--- config.mk ---
export PLATFORM = sky130hd
export DESIGN_NAME = wdog_top
export DESIGN_NICKNAME = d
export VERILOG_FILES = /design/src/rtl/wdog_pkg.sv /design/src/rtl/wdog_ctrl.sv /design/src/rtl/wdog_dp.sv /design/src/rtl/wdog_top.sv
export SDC_FILE = /design/constraint.sdc
export NUM_CORES = 1
export LEC_CHECK = 0
export BUFFER_PORTS_ARGS = -buffer_cell sky130_fd_sc_hd__buf_2
export CAP_MARGIN = 10
export CORE_ASPECT_RATIO = 1.1
export CORE_MARGIN = 10
export CORE_UTILIZATION = 45
export CTS_CLUSTER_SIZE = 30
export DETAILED_ROUTE_END_ITERATION = 10
export HOLD_SLACK_MARGIN = 0.02
export PLACE_DENSITY = 0.64
export SLEW_MARGIN = 40
export SYNTH_ARGS = -nofsm -noshare
export SYNTH_HDL_FRONTEND = slang
export SYNTH_SLANG_ARGS = --single-unit
--- constraint.sdc ---
create_clock -name clk -period 2.2 [get_ports clk]
set_input_delay 0.11 -clock clk [delete_from_list [all_inputs] [get_ports clk]]
set_output_delay 0.11 -clock clk [all_outputs]
set_load 0.01 [all_outputs]
--- src/rtl/wdog_pkg.sv ---
package wdog_pkg;
  // control register bit positions
  localparam int CTRL_EN_BIT   = 0;
  localparam int CTRL_MODE_BIT = 1;
  localparam int CTRL_TRIG_BIT = 2;

  // strobes from control to datapath
  typedef struct packed {
    logic en;       // watchdog enabled (registered)
    logic modeIrq;  // 1: interrupt on expiry, 0: reset pulse
    logic trig;     // single-cycle trigger strobe
  } wdStrobe_t;
endpackage

--- src/rtl/wdog_ctrl.sv ---
module wdog_ctrl
  import wdog_pkg::*;
#(
  parameter int          LIMIT_BYTES = 3,
  parameter logic [7:0]  IDX_BASE    = 8'h39,
  localparam int         LIM_W       = 8 * LIMIT_BYTES
) (
  input  logic             clk,
  input  logic             rstN,
  input  logic             idxWe,
  input  logic             dataWe,
  input  logic [7:0]       wrData,
  output logic [7:0]       rdData,
  output wdStrobe_t        strobe,
  output logic [LIM_W-1:0] limit
);
  localparam logic [7:0] IDX_CTRL = IDX_BASE + 8'(LIMIT_BYTES);

  logic [7:0] idxReg;
  logic       enReg;
  logic       modeReg;
  logic       ctrlSel;
  logic [LIMIT_BYTES-1:0][7:0] rdPart;

  assign ctrlSel = (idxReg == IDX_CTRL);

  always_ff @(posedge clk) begin
    if (!rstN) idxReg <= '0;
    else if (idxWe) idxReg <= wrData;
  end

  always_ff @(posedge clk) begin
    if (!rstN) begin
      enReg   <= 1'b0;
      modeReg <= 1'b0;
    end else if (dataWe && !idxWe && ctrlSel) begin
      enReg   <= wrData[CTRL_EN_BIT];
      modeReg <= wrData[CTRL_MODE_BIT];
    end
  end

  // one byte register per limit slice
  for (genvar g = 0; g < LIMIT_BYTES; g++) begin : gLimByte
    localparam logic [7:0] MY_IDX = IDX_BASE + 8'(g);
    logic [7:0] byteQ;
    always_ff @(posedge clk) begin
      if (!rstN) byteQ <= 8'hFF;
      else if (dataWe && !idxWe && idxReg == MY_IDX) byteQ <= wrData;
    end
    assign limit[g*8 +: 8] = byteQ;
    assign rdPart[g] = (idxReg == MY_IDX) ? byteQ : 8'h00;
  end

  always_comb begin
    rdData = 8'h00;
    if (ctrlSel) begin
      rdData[CTRL_EN_BIT]   = enReg;
      rdData[CTRL_MODE_BIT] = modeReg;
    end
    for (int b = 0; b < LIMIT_BYTES; b++) rdData = rdData | rdPart[b];
  end

  assign strobe.en      = enReg;
  assign strobe.modeIrq = modeReg;
  assign strobe.trig    = dataWe && !idxWe && ctrlSel && wrData[CTRL_TRIG_BIT];
endmodule

--- src/rtl/wdog_dp.sv ---
module wdog_dp
  import wdog_pkg::*;
#(
  parameter int CLK_DIV = 3815,
  parameter int RST_LEN = 64,
  parameter int CNT_W   = 24,
  localparam int PW     = (CLK_DIV > 1) ? $clog2(CLK_DIV) : 1,
  localparam int RW     = $clog2(RST_LEN + 1)
) (
  input  logic             clk,
  input  logic             rstN,
  input  wdStrobe_t        strobe,
  input  logic [CNT_W-1:0] limit,
  output logic [CNT_W-1:0] cntVal,
  output logic             wdIrq,
  output logic             wdReset
);
  localparam logic [PW-1:0]    PRE_LAST = PW'(CLK_DIV - 1);
  localparam logic [CNT_W-1:0] CNT_MAX  = '1;

  logic [PW-1:0] presc;
  logic          tick;
  logic          fired;
  logic          hit;
  logic [RW-1:0] rstCnt;

  assign tick = strobe.en && !strobe.trig && (presc == PRE_LAST);
  assign hit  = strobe.en && !strobe.trig && !fired && (cntVal >= limit);

  // prescaler: runs only while enabled, restarts on trigger
  always_ff @(posedge clk) begin
    if (!rstN || !strobe.en || strobe.trig || tick) presc <= '0;
    else presc <= presc + 1'b1;
  end

  // tick counter, saturating, held while disabled
  always_ff @(posedge clk) begin
    if (!rstN || strobe.trig) cntVal <= '0;
    else if (tick && cntVal != CNT_MAX) cntVal <= cntVal + 1'b1;
  end

  // one expiry per trigger/enable window
  always_ff @(posedge clk) begin
    if (!rstN || !strobe.en || strobe.trig) fired <= 1'b0;
    else if (hit) fired <= 1'b1;
  end

  always_ff @(posedge clk) begin
    if (!rstN || !strobe.en || strobe.trig) wdIrq <= 1'b0;
    else if (hit && strobe.modeIrq) wdIrq <= 1'b1;
  end

  always_ff @(posedge clk) begin
    if (!rstN || !strobe.en || strobe.trig) rstCnt <= '0;
    else if (hit && !strobe.modeIrq) rstCnt <= RW'(RST_LEN);
    else if (rstCnt != '0) rstCnt <= rstCnt - 1'b1;
  end

  assign wdReset = (rstCnt != '0);
endmodule

--- src/rtl/wdog_top.sv ---
module wdog_top
  import wdog_pkg::*;
#(
  parameter int         CLK_DIV     = 3815,
  parameter int         RST_LEN     = 64,
  parameter int         LIMIT_BYTES = 3,
  parameter logic [7:0] IDX_BASE    = 8'h39,
  localparam int        CNT_W       = 8 * LIMIT_BYTES
) (
  input  logic       clk,
  input  logic       rstN,
  input  logic       idxWe,
  input  logic       dataWe,
  input  logic [7:0] wrData,
  output logic [7:0] rdData,
  output logic       wdReset,
  output logic       wdIrq
);
  wdStrobe_t        strobe;
  logic [CNT_W-1:0] limit;
  logic [CNT_W-1:0] cntVal;

  wdog_ctrl #(.LIMIT_BYTES(LIMIT_BYTES), .IDX_BASE(IDX_BASE)) u_ctrl (
    .clk(clk), .rstN(rstN), .idxWe(idxWe), .dataWe(dataWe),
    .wrData(wrData), .rdData(rdData), .strobe(strobe), .limit(limit)
  );

  wdog_dp #(.CLK_DIV(CLK_DIV), .RST_LEN(RST_LEN), .CNT_W(CNT_W)) u_dp (
    .clk(clk), .rstN(rstN), .strobe(strobe), .limit(limit),
    .cntVal(cntVal), .wdIrq(wdIrq), .wdReset(wdReset)
  );
endmodule

Yosys cells after proc, flatten, opt, wreduce, memory -nomap -nowiden:

Index checks and enable logic that the tools add are counted.

* register bits: 79
* input port bits: 12
* output and inout port bits: 10

* add/sub/neg operators: 3
* order comparisons: 1
* eq/ne operators: 6
* mux-type cells: 6
* bitwise gates (word level): 3
* reduce and logical (&&, ||, !) cells: 26

Operators by type and width (number)
* == test 8 x 6 -> 1 bit, second input constant: 4
* adder 24 x 1 -> 24 bit, second input constant: 1
* >= comparator 24 bit: 1
* 2-to-1 mux 8 bit: 3
* != test 24 bit, second input constant: 1
* bitwise OR 8 bit: 2
* 2-to-1 mux 7 bit: 2
* logical AND 1 bit: 13
* adder 12 x 1 -> 12 bit, second input constant: 1
* == test 12 bit, second input constant: 1
* bitwise OR 2 x 8 -> 8 bit: 1
* nonzero test 7 bit: 1
* subtractor 7 x 1 -> 7 bit, second input constant: 1
* logical NOT 1 bit: 6
* logical OR 1 bit: 4
* 2-to-1 mux 2 bit: 1
* nonzero test 2 bit: 1
* OR reduction 2 bit: 1

Longest topological paths before layout:

Gate-level depths: netlist of the first run.

* depth after elaboration: 10
* mapped depth: 9
* depth with buffers taken out: 8

Cells and area by module:

From an unflattened synthesis of the first run, not the netlist that was laid out.

* cell total of the unflattened synthesis: 542
* area, all modules: 4494.3 µm²

Modules (own cells, without submodules)
* wdog_dp: instances 1, cells each 342, area each 2750.1 µm²
* wdog_ctrl: instances 1, cells each 200, area each 1744.2 µm²

Worst setup path before layout of the first run:

OpenSTA, ideal clock, no wires.

* path kind: register to register
* start: register u_dp.presc[3]
* end: register u_dp.cntVal[13]
* library setup time: 0.059 ns
* arrival time: 2.207 ns
* data required time: 2.141 ns
* setup slack: -0.066 ns
* stages on the path, launching flop included: 8
* buffers on the path: 1
* clock period less this slack: 2.266 ns
* cell sequence: dfxtp_1 -> or3b_1 -> or4_4 -> a211o_1 -> nand4bb_4 -> buf_6 -> or4_1 -> nand2_1

* longest elaborated chain between the ends: 3

RTL lines
* from (decl): RTL line wdog_dp.sv:21 `logic [PW-1:0] presc;`
* from (signal assigned): RTL line wdog_dp.sv:33 `else presc <= presc + 1'b1;`
* == test 12 bit: RTL line wdog_dp.sv:27 `assign tick = strobe.en && !strobe.trig && (presc == PRE_LAST);`
* logical AND 1 bit: RTL line wdog_dp.sv:27
* logical AND 1 bit: RTL line wdog_dp.sv:39 `else if (tick && cntVal != CNT_MAX) cntVal <= cntVal + 1'b1;`
* to (signal assigned): RTL line wdog_dp.sv:39
* to (decl): RTL line wdog_dp.sv:14 `output logic [CNT_W-1:0] cntVal,`

Every way passes these cells.
A chain may end at the register's enable or synchronous reset.

Worst setup path after layout of the first run:

* start: register u_dp.presc[0]
* end: register u_dp.cntVal[12]

Same word-level chain as after synthesis.

==> results.md, run 1 <==
* Crit Path Max Fanout at 5
* Clock transition at the registers of the reported paths at 80 ps
* Critical Path RT at 2490 ps
* Ports at 22
* Grt ovf at 0
* Hold Slack at 42.6 ps
* Vias per inst at 5.37
* Crit. End Element: flip-flop
* Crit path from: u_dp.presc[0]
* Worst Path Buf+Inv at 3
* Status: finished, violations left
* Largest net degree at the start of global routing at 24
* Worst IR drop on VDD at 0.000295 V
* Post-synth top area share at 38.2%
* DRT Pass-1 Iters at 4
* Clk buf depth at 2
* Sw power at 0.000609 W
* Internal reg-to-reg setup slack at -120 ps
* Clock period minus worst slack at 2320 ps
* Post-Syn Nets at 535
* Synth Warn # at 0
* Clock power share at 43.7%
* Worst-Margin Slew at 426 ps
* DRC at 0
* GRT Total Usage at 15.6%
* NumNets Final at 612
* Crit share post-route at 106%
* Die height at 121 um
* Max frequency at 0.431 GHz
* Yosys reg bits at 79
* Sequential power share at 52.3%
* Buffers on Ports at 21
* DRT antenna net count at 0
* Leakage power at 2.39 nW
* Synth area leaders: dfxtp_1 (38%), ha_1 (8.5%), mux2i_1 (6.0%)
* Synth cell types at 44
* Avg Cell Area, Syn at 8.37 sq um
* Final hold violations at 0
* CP arrival at 2610 ps
* Post-Syn Area at 4140 sq um
* Combined area of the multi-input logic cells at 2490 sq um
* Final worst slack at -121 ps
* Die W at 111 um
* Root Driver: clkbuf_8
* Levels on crit path at 10
* Yosys top cell by area: dfxtp_1
* Drt initial violations at 163
* Crit-path cells: inv_2, ha_4, nand4b_1, or4_4, buf_4, a211oi_4, nand3_2, buf_6, or3_1, a21oi_1
* PD cells at 535 nW/um^2
* Inst Count DP at 664
* Vias at 3707
* Internal at 0.00215 W
* Number of synthesized flops with an enable pin at 0
* RD Place Congestion at 0.875
* Ys flop type: dfxtp_1
* Total wire length at 10900 um
* H-tree Lvls at 3
* Sw frac at 22.1%
* Commonest non-fill, non-tap cell in the layout: dfxtp_1
* Vias in the first global route at 3504
* Synth Instances at 495
* Non-Filler Instances at 690
* Setup Slack @ Placement at -193 ps
* Seq. cell area at 1580 sq um
* Setup violation total in the final timing report at 9
* Total of max-cap violations at 0
* Unrepaired setup endpoints after global routing: yes
* Comb pwr share at 4.0%
* Register area share after synthesis at 38.2%
* Wire length of the first global-routing pass at 17400 um
* CP max stage delay at 490 ps
* Final Power at 0.00276 W
* DP HPWL at 7910 um
* Std-Cell Rows at 36
* Clock Sinks at 79
* Max-slew violation count at 0
* Rel. slew slack at 71.6%
* Family with the most delay on the worst path: simple AND/OR/NAND/NOR gates
* Initial Utilization at 46.4%
* Worst Hold Class: primary input to flip-flop
* Most frequent cells in the layout: dfxtp_1 (77), nand2_1 (64), buf_4 (58)
* Skew final at 10.2 ps
* CTS tree: built
* Share of layout cells above drive strength 1 at 20.3%
* Initial antenna violation count at 0
* Worst-Skew Late Latency at 370 ps
* Crit path max-delay cell type: or4_4
* Failing checks: setup timing
* TritonCTS Buffers at 9
* Fill cell count at 835
* Worst Setup Path Type: flip-flop to flip-flop
* Setup crit end: u_dp.cntVal[12]
* R2R depth at 10
* Critical Path Start Type: flip-flop
* Post-synthesis async set-or-reset flop share at 0%
* ANT cells at 0
* Die area at 13400 sq um
* Reg2reg end: u_dp.cntVal[12]
* DR WL/cell at 15.8 um
* Reg-to-Reg Start: u_dp.presc[0]
* Setup TNS at -541 ps
* P&R area growth vs syn at 24.5%
* Core Region at 8920 sq um
[flip-flops by register name, indices dropped and copies added, names as in the netlist]
register               count
u_dp.fired                 1
u_dp.cntVal               24
u_ctrl.idxReg              8
u_dp.presc                12
u_dp.rstCnt                7
u_ctrl.gLimByte.byteQ     24
u_ctrl.modeReg             1
u_ctrl.enReg               1
u_dp.wdIrq                 1
[layer usage]
metal / vias to the layer above / wire (um) / global-route usage, %
met5: - / 0 / 0
met4: 0 / 147 / 5.39
met1: 1767 / 5180 / 19.7
li1: 1875 / - / -
met3: 12 / 342 / 3.71
met2: 53 / 5200 / 25.5
[cell families (layout without fill, tap and decap cells)]
kind of cell | after synthesis | count (layout) | share of synthesized area (%)
flops | 79 | 79 | 38.2
xor+xnor | 28 | 28 | 5.92
simple gates | 205 | 206 | 25.4
buf+inv | 53 | 133 | 4.98
compound gates | 77 | 77 | 11.0
mux | 25 | 25 | 6.04
fa+ha+maj | 28 | 28 | 8.46
[tightest hold or removal path, cell delays in order]
cell and delay [ps]:
buf_2 130, mux2i_1 80, nand2_1 60
[power by group through the flow]
stage,registers (W),logic [W],clock network [W]
3_5_place_dp,0.00148,0.000106,0
4_1_cts,0.00144,0.000109,0.00121
3_3_place_gp,0.00148,0.000104,0
5_1_grt,0.00144,0.000120,0.00128
2_1_floorplan,0.00147,0.0000622,0
6_report,0.00144,0.000110,0.00120
[synthesized netlist by cell type, drive strengths merged, types with 4 or more instances]
cell and count:
ha 28, nand4b 4, nor2 44, nor2b 16, xor2 15, nand4 12, or4 6, nand3 13
a21oi 24, xnor2 13, nor3 6, inv 34, dfxtp 79, mux2i 25, and2 4, a22oi 8
clkbuf 18, nand2 64, or3 7, nor4 8, and3 9, o21ai 27
[final cells by class]
| cell class | count | share of cell area (%) |
|---|---|---|
| Multi-Input combinational cell | 364 | 48.4 |
| Sequential cell | 79 | 30.7 |
| Timing Repair Buffer | 84 | 11.5 |
| Clock buffer | 12 | 2.82 |
| Tap cell | 114 | 2.77 |
| Inverter | 34 | 2.48 |
| Clock inverter | 3 | 1.31 |
[per-stage QoR]
step	instance area, sq um	util [%]
2_1_floorplan	4140	-
3_3_place_gp	4710	52.8
3_5_place_dp	4710	52.8
4_1_cts	4990	56.0
5_1_grt	5150	57.8
6_report	5150	57.8
[worst min-delay path by stage]
stage | startpoint | end | slack (ps) | cells past startpoint
finish | wrData[0] | u_ctrl.gLimByte[0].byteQ[0] | 40 | 3
global route | wrData[0] | u_ctrl.gLimByte[2].byteQ[0] | 40 | 3
CTS | wrData[0] | u_ctrl.gLimByte[0].byteQ[0] | 40 | 3
detailed placement | wrData[7] | u_ctrl.gLimByte[0].byteQ[7] | 390 | 3
global placement | wrData[7] | u_ctrl.gLimByte[0].byteQ[7] | 380 | 3
floorplan | wrData[0] | u_ctrl.gLimByte[0].byteQ[0] | 240 | 2
[repair_timing]
action / 4_1_cts / 5_1_grt
hold endpoints to repair: 2 / 0
setup endpoints to repair: 18 / 25
gates resized for setup: 5 / 24
gates cloned: 1 / 1
buffers inserted: 2 / 5
hold buffers: 2 / 0
pin swaps: 2 / 15
No activity file was read; power rests on OpenSTA's default activity.
==> inputs of run 2 (changes only) <==
--- a/config.mk
+++ b/config.mk
@@ -13,7 +13,8 @@
 export CTS_CLUSTER_SIZE = 30
 export DETAILED_ROUTE_END_ITERATION = 10
 export HOLD_SLACK_MARGIN = 0.02
-export PLACE_DENSITY = 0.64
+export PLACE_DENSITY = 0.62
+export RECOVER_POWER = 50
 export SLEW_MARGIN = 40
 export SYNTH_ARGS = -nofsm -noshare
 export SYNTH_HDL_FRONTEND = slang
==> constraint.sdc (replaced) <==
create_clock -name clk -period 2.52 [get_ports clk]
set_input_delay 0.126 -clock clk [delete_from_list [all_inputs] [get_ports clk]]
set_output_delay 0.126 -clock clk [all_outputs]
set_load 0.01 [all_outputs]
==> results.md, run 2 (synthesis results as in run 1) <==
* DR WL/cell at 15.0 um
* Crit path max-delay cell type: or4_4
* H-tree Lvls at 3
* Initial antenna violation count at 0
* Sw frac at 22.1%
* Crit-path cells: or3b_1, or4_4, a211o_1, nand4bb_4, buf_4, or3_1, a21oi_1
* Final core utilization at 51.8%
* Most frequent cells in the layout: dfxtp_1 (78), nand2_1 (64), nor2_1 (44)
* Total of max-cap violations at 0
* Worst Hold Class: primary input to flip-flop
* Crit share post-route at 94.4%
* Non-Filler Instances at 646
* Root Driver: clkbuf_8
* Sw power at 0.000504 W
* Critical Path RT at 2810 ps
* Comb pwr share at 3.9%
* Commonest non-fill, non-tap cell in the layout: dfxtp_1
* Max-slew violation count at 0
* Worst Setup Path Type: flip-flop to flip-flop
* CP max stage delay at 440 ps
* # hold bufs at CTS at 0
* Inst Count DP at 628
* Crit. End Element: flip-flop
* Family with the most delay on the worst path: simple AND/OR/NAND/NOR gates
* PD cells at 493 nW/um^2
* Largest net degree at the start of global routing at 25
* Total wire length at 9700 um
* Worst-Skew Late Latency at 350 ps
* NumNets Final at 567
* Worst-Margin Slew at 863 ps
* Share of layout cells above drive strength 1 at 8.83%
* Biggest regs: u_ctrl.gLimByte.byteQ (24), u_dp.cntVal (24), u_dp.presc (12)
* Max frequency at 0.420 GHz
* GRT Total Usage at 14.5%
* ANT cells at 0
* Hold Slack at 48.7 ps
* Clock power share at 40.8%
* Initial Utilization at 46.4%
* Vias in the first global route at 3334
* Worst IR drop on VDD at 0.000251 V
* Core Region at 8920 sq um
* Final hold violations at 0
* TritonCTS Buffers at 9
* Drt initial violations at 139
* Clock period minus worst slack at 2380 ps
* Final Power at 0.00228 W
* Worst Path Buf+Inv at 1
* Leakage power at 2.06 nW
* Clock transition at the registers of the reported paths at 80 ps
* DRT Pass-1 Iters at 4
* Die area at 13400 sq um
* Status: finished, final reports clean
* Sequential power share at 55.3%
* Grt ovf at 0
* Ports at 22
* Internal at 0.00177 W
* Buffers on Ports at 21
* Clk buf depth at 2
* CP arrival at 2660 ps
* CTS tree: built
* Die height at 121 um
* Wire length of the first global-routing pass at 16100 um
* Clock Sinks at 79
* Vias per inst at 5.34
* Setup violation total in the final timing report at 0
* Critical Path Start Type: flip-flop
* Rel. slew slack at 42.4%
* RD Place Congestion at 0.877
* P&R area growth vs syn at 11.6%
* Crit Path Max Fanout at 7
* DP HPWL at 7200 um
* Skew final at 10.7 ps
* DRC at 0
* DRT antenna net count at 0
* Vias at 3450
* Std-Cell Rows at 36
* Die W at 111 um
[run 2: cell types whose count changed in the layout (fill, tap and decap cells not counted), sizes merged]
cell / change
bufinv: -1
buf: -57
clkbuf: +16
dlygate4sd3: -2
clkinv: +1
nand4bb: -1
[run 2: power by group through the flow]
stage,clock [W],combinational [W],sequential [W]
floorplan,0,0.0000543,0.00129
global placement,0,0.0000894,0.00129
detailed placement,0,0.0000897,0.00129
CTS,0.000953,0.0000897,0.00126
global route,0.00101,0.0000976,0.00126
finish,0.000929,0.0000882,0.00126
[run 2: stage by stage]
step	setup TNS, ps	area [sq um]	setup slack (ps)
floorplan	0	4140	254
global placement	0	4440	171
detailed placement	0	4440	128
CTS	0	4630	91.7
global route	-12.3	4620	-12.3
finish	0	4620	141
[run 2: metal layers]
layer	part of all wire (%)	up-vias	track usage, %
met2	45	55	23.8
met4	1.8	0	5.71
met5	0	-	0
met3	4.3	13	3.12
met1	49	1601	18.1
li1	-	1781	-
[run 2: repair_timing]
| action | in CTS | in global routing |
|---|---|---|
| gates resized for setup | 0 | 4 |
| setup buffers | 0 | 2 |
| endpoints found under the setup margin | 0 | 10 |
[run 2: path summary, 6_finish.rpt]
path	startpoint	to	slack (ps)	cells after the start
max	u_dp.presc[3]	u_dp.cntVal[19]	140	7
min	wrData[6]	u_ctrl.gLimByte[0].byteQ[6]	50	3
max reg2reg	u_dp.presc[3]	u_dp.cntVal[19]	140	7
min reg2reg	u_dp.wdIrq	u_dp.wdIrq	450	2
[run 2: worst min-delay path, stage by stage]
cell and delay, ps:
buf_2 120, mux2i_1 70, nand2_1 60
[run 2: layout make-up]
class / count / area, sq um
Sequential cell: 79 / 1580
Tap cell: 114 / 143
Clock buffer: 13 / 149
Fill cell: 877 / 4300
Multi-Input combinational cell: 363 / 2360
Clock inverter: 3 / 42.5
Timing Repair Buffer: 40 / 213
Inverter: 34 / 128
==> inputs of run 3 (changes only) <==
--- a/config.mk
+++ b/config.mk
@@ -5,15 +5,16 @@
 export SDC_FILE = /design/constraint.sdc
 export NUM_CORES = 1
 export LEC_CHECK = 0
+export ABC_CLOCK_PERIOD_IN_PS = 2520
 export BUFFER_PORTS_ARGS = -buffer_cell sky130_fd_sc_hd__buf_2
 export CAP_MARGIN = 10
 export CORE_ASPECT_RATIO = 1.1
-export CORE_MARGIN = 10
-export CORE_UTILIZATION = 45
+export CORE_MARGIN = 4
+export CORE_UTILIZATION = 30
 export CTS_CLUSTER_SIZE = 30
 export DETAILED_ROUTE_END_ITERATION = 10
 export HOLD_SLACK_MARGIN = 0.02
-export PLACE_DENSITY = 0.62
+export PLACE_DENSITY = 0.45
 export RECOVER_POWER = 50
 export SLEW_MARGIN = 40
 export SYNTH_ARGS = -nofsm -noshare
==> results.md, run 3 (synthesis results as in run 1) <==
* Vias in the first global route at 3231
* Vias at 3477
* Worst-Skew Late Latency at 330 ps
* Reg-to-Reg Start: u_dp.presc[0]
* Crit-path cells: inv_1, ha_1, nand4b_1, or4_4, a211o_1, nand4bb_4, or4_1, a21oi_1
* Setup violation total in the final timing report at 0
* DRT antenna net count at 0
* Worst IR drop on VDD at 0.000263 V
* Fill cell count at 1406
* H-tree Lvls at 3
* Clk buf depth at 2
* Std-Cell Rows at 44
* Clock Sinks at 79
* DRC at 0
* Grt ovf at 0
* Die W at 120 um
* WHS Endpoint: u_ctrl.gLimByte[0].byteQ[3]
* Seq. cell area at 1580 sq um
* Inst Count DP at 700
* NumNets Final at 568
* Initial Utilization at 31.0%
* Max-slew violation count at 0
* Combined area of the multi-input logic cells at 2380 sq um
* Reg2reg end: u_dp.cntVal[23]
* Biggest regs: u_ctrl.gLimByte.byteQ (24), u_dp.cntVal (24), u_dp.presc (12)
* Critical Path RT at 2780 ps
* Initial antenna violation count at 0
* Max frequency at 0.414 GHz
* Leakage power at 2.12 nW
* Non-Filler Instances at 717
* Status: finished, final reports clean
* DRT Pass-1 Iters at 5
* Core Region at 13400 sq um
* Share of layout cells above drive strength 1 at 8.63%
* RD Place Congestion at 0.797
* Finished Cell Area at 4820 sq um
* Skew final at 6.46 ps
* Internal reg-to-reg setup slack at 110 ps
* Total of max-cap violations at 0
* # hold bufs at CTS at 0
* GRT Total Usage at 13.5%
* DR WL/cell at 14.6 um
* Commonest non-fill, non-tap cell in the layout: dfxtp_1
* Wire length of the first global-routing pass at 17100 um
* Crit. End Element: flip-flop
* Worst-Margin Slew at 1130 ps
* CP max stage delay at 520 ps
* Worst Setup Path Type: flip-flop to flip-flop
* Worst Hold Depth at 3
* Total wire length at 10500 um
* ANT cells at 0
* TritonCTS Buffers at 9
* HP Start: wrData[3]
* Clock period minus worst slack at 2410 ps
* Die area at 15800 sq um
* Placed Area at 4550 sq um
* DP HPWL at 7830 um
* CTS tree: built
* Critical Path Start Type: flip-flop
* Clock transition at the registers of the reported paths at 60 ps
* Crit Path Max Fanout at 6
* Final hold violations at 0
* PD cells at 545 nW/um^2
* Die height at 131 um
* P&R area growth vs syn at 16.5%
* Worst Hold Class: primary input to flip-flop
* Root Driver: clkbuf_16
* Rel. slew slack at 24.5%
* CP arrival at 2680 ps
* Vias per inst at 4.85
* Ports at 22
* Buffers on Ports at 21
* Crit share post-route at 95.8%
* R2R depth at 8
* Largest net degree at the start of global routing at 28
* Drt initial violations at 143
* Crit path max-delay cell type: or4_4
* Post-CTS Setup Bufs at 0
* Most frequent cells in the layout: dfxtp_1 (79), nand2_1 (64), nor2_1 (44)
==> run 3: where the power goes <==
part | internal [W] | switching [W]
Combinational | 0.0000338 | 0.0000558
Sequential | 0.00126 | 0.00000750
Clock | 0.000769 | 0.000504
Total | 0.00206 | 0.000568
==> run 3: layout make-up <==
cell class                 instances  area share [%]
inverter                          34            2.65
tap                              184            4.77
sequential                        79            32.8
timing repair buffer              40            4.64
clock inverter                     3           0.908
clock buffer                      13            4.98
multi-input combinational        364            49.3
==> run 3: stage by stage <==
step                total power (W)  worst slack [ps]  hold WS (ps)  setup TNS, ps  utilization, %
detailed placement          0.00138              97.7           417              0            34.0
global placement            0.00138               150           424              0            34.0
CTS                         0.00267              78.0          66.4              0            36.2
floorplan                   0.00134               254           251              0               -
finish                      0.00263               105          88.5              0            36.1
global route                0.00272             -2.97          95.3          -2.97            36.1
==> run 3: how the worst max path moves through the flow <==
stage                                      from              end  slack [ps]  cells past startpoint
detailed placement                u_dp.presc[0]  u_dp.cntVal[23]         100                      8
global placement    u_ctrl.gLimByte[2].byteQ[5]   u_dp.rstCnt[4]         150                      8
finish                            u_dp.presc[0]  u_dp.cntVal[23]         110                      8
CTS                 u_ctrl.gLimByte[2].byteQ[5]   u_dp.rstCnt[0]          80                      8
floorplan                         u_dp.presc[3]  u_dp.cntVal[13]         250                      7
global route                      u_dp.presc[0]  u_dp.cntVal[21]          -3                      8
==> run 3: what timing repair did <==
item	4_1_cts	5_1_grt
endpoints found under the hold margin	0	0
endpoints found under the setup margin	0	10
gates resized for setup	0	2
==> run 3: layer usage <==
| metal | up-vias | GRT usage (%) | wire length, um |
|---|---|---|---|
| met5 | - | 0 | 0 |
| met4 | 0 | 4.71 | 172 |
| met3 | 14 | 2.67 | 251 |
| met2 | 41 | 21.0 | 4860 |
| met1 | 1627 | 18.7 | 5180 |
| li1 | 1795 | - | - |
==> run 3: critical path, delay by kind of cell (launching register included) <==
family,cells,cell delay (ps)
simple gates,4,1320
flops,1,340
fa+ha+maj,1,150
buf+inv,1,70
compound gates,2,470
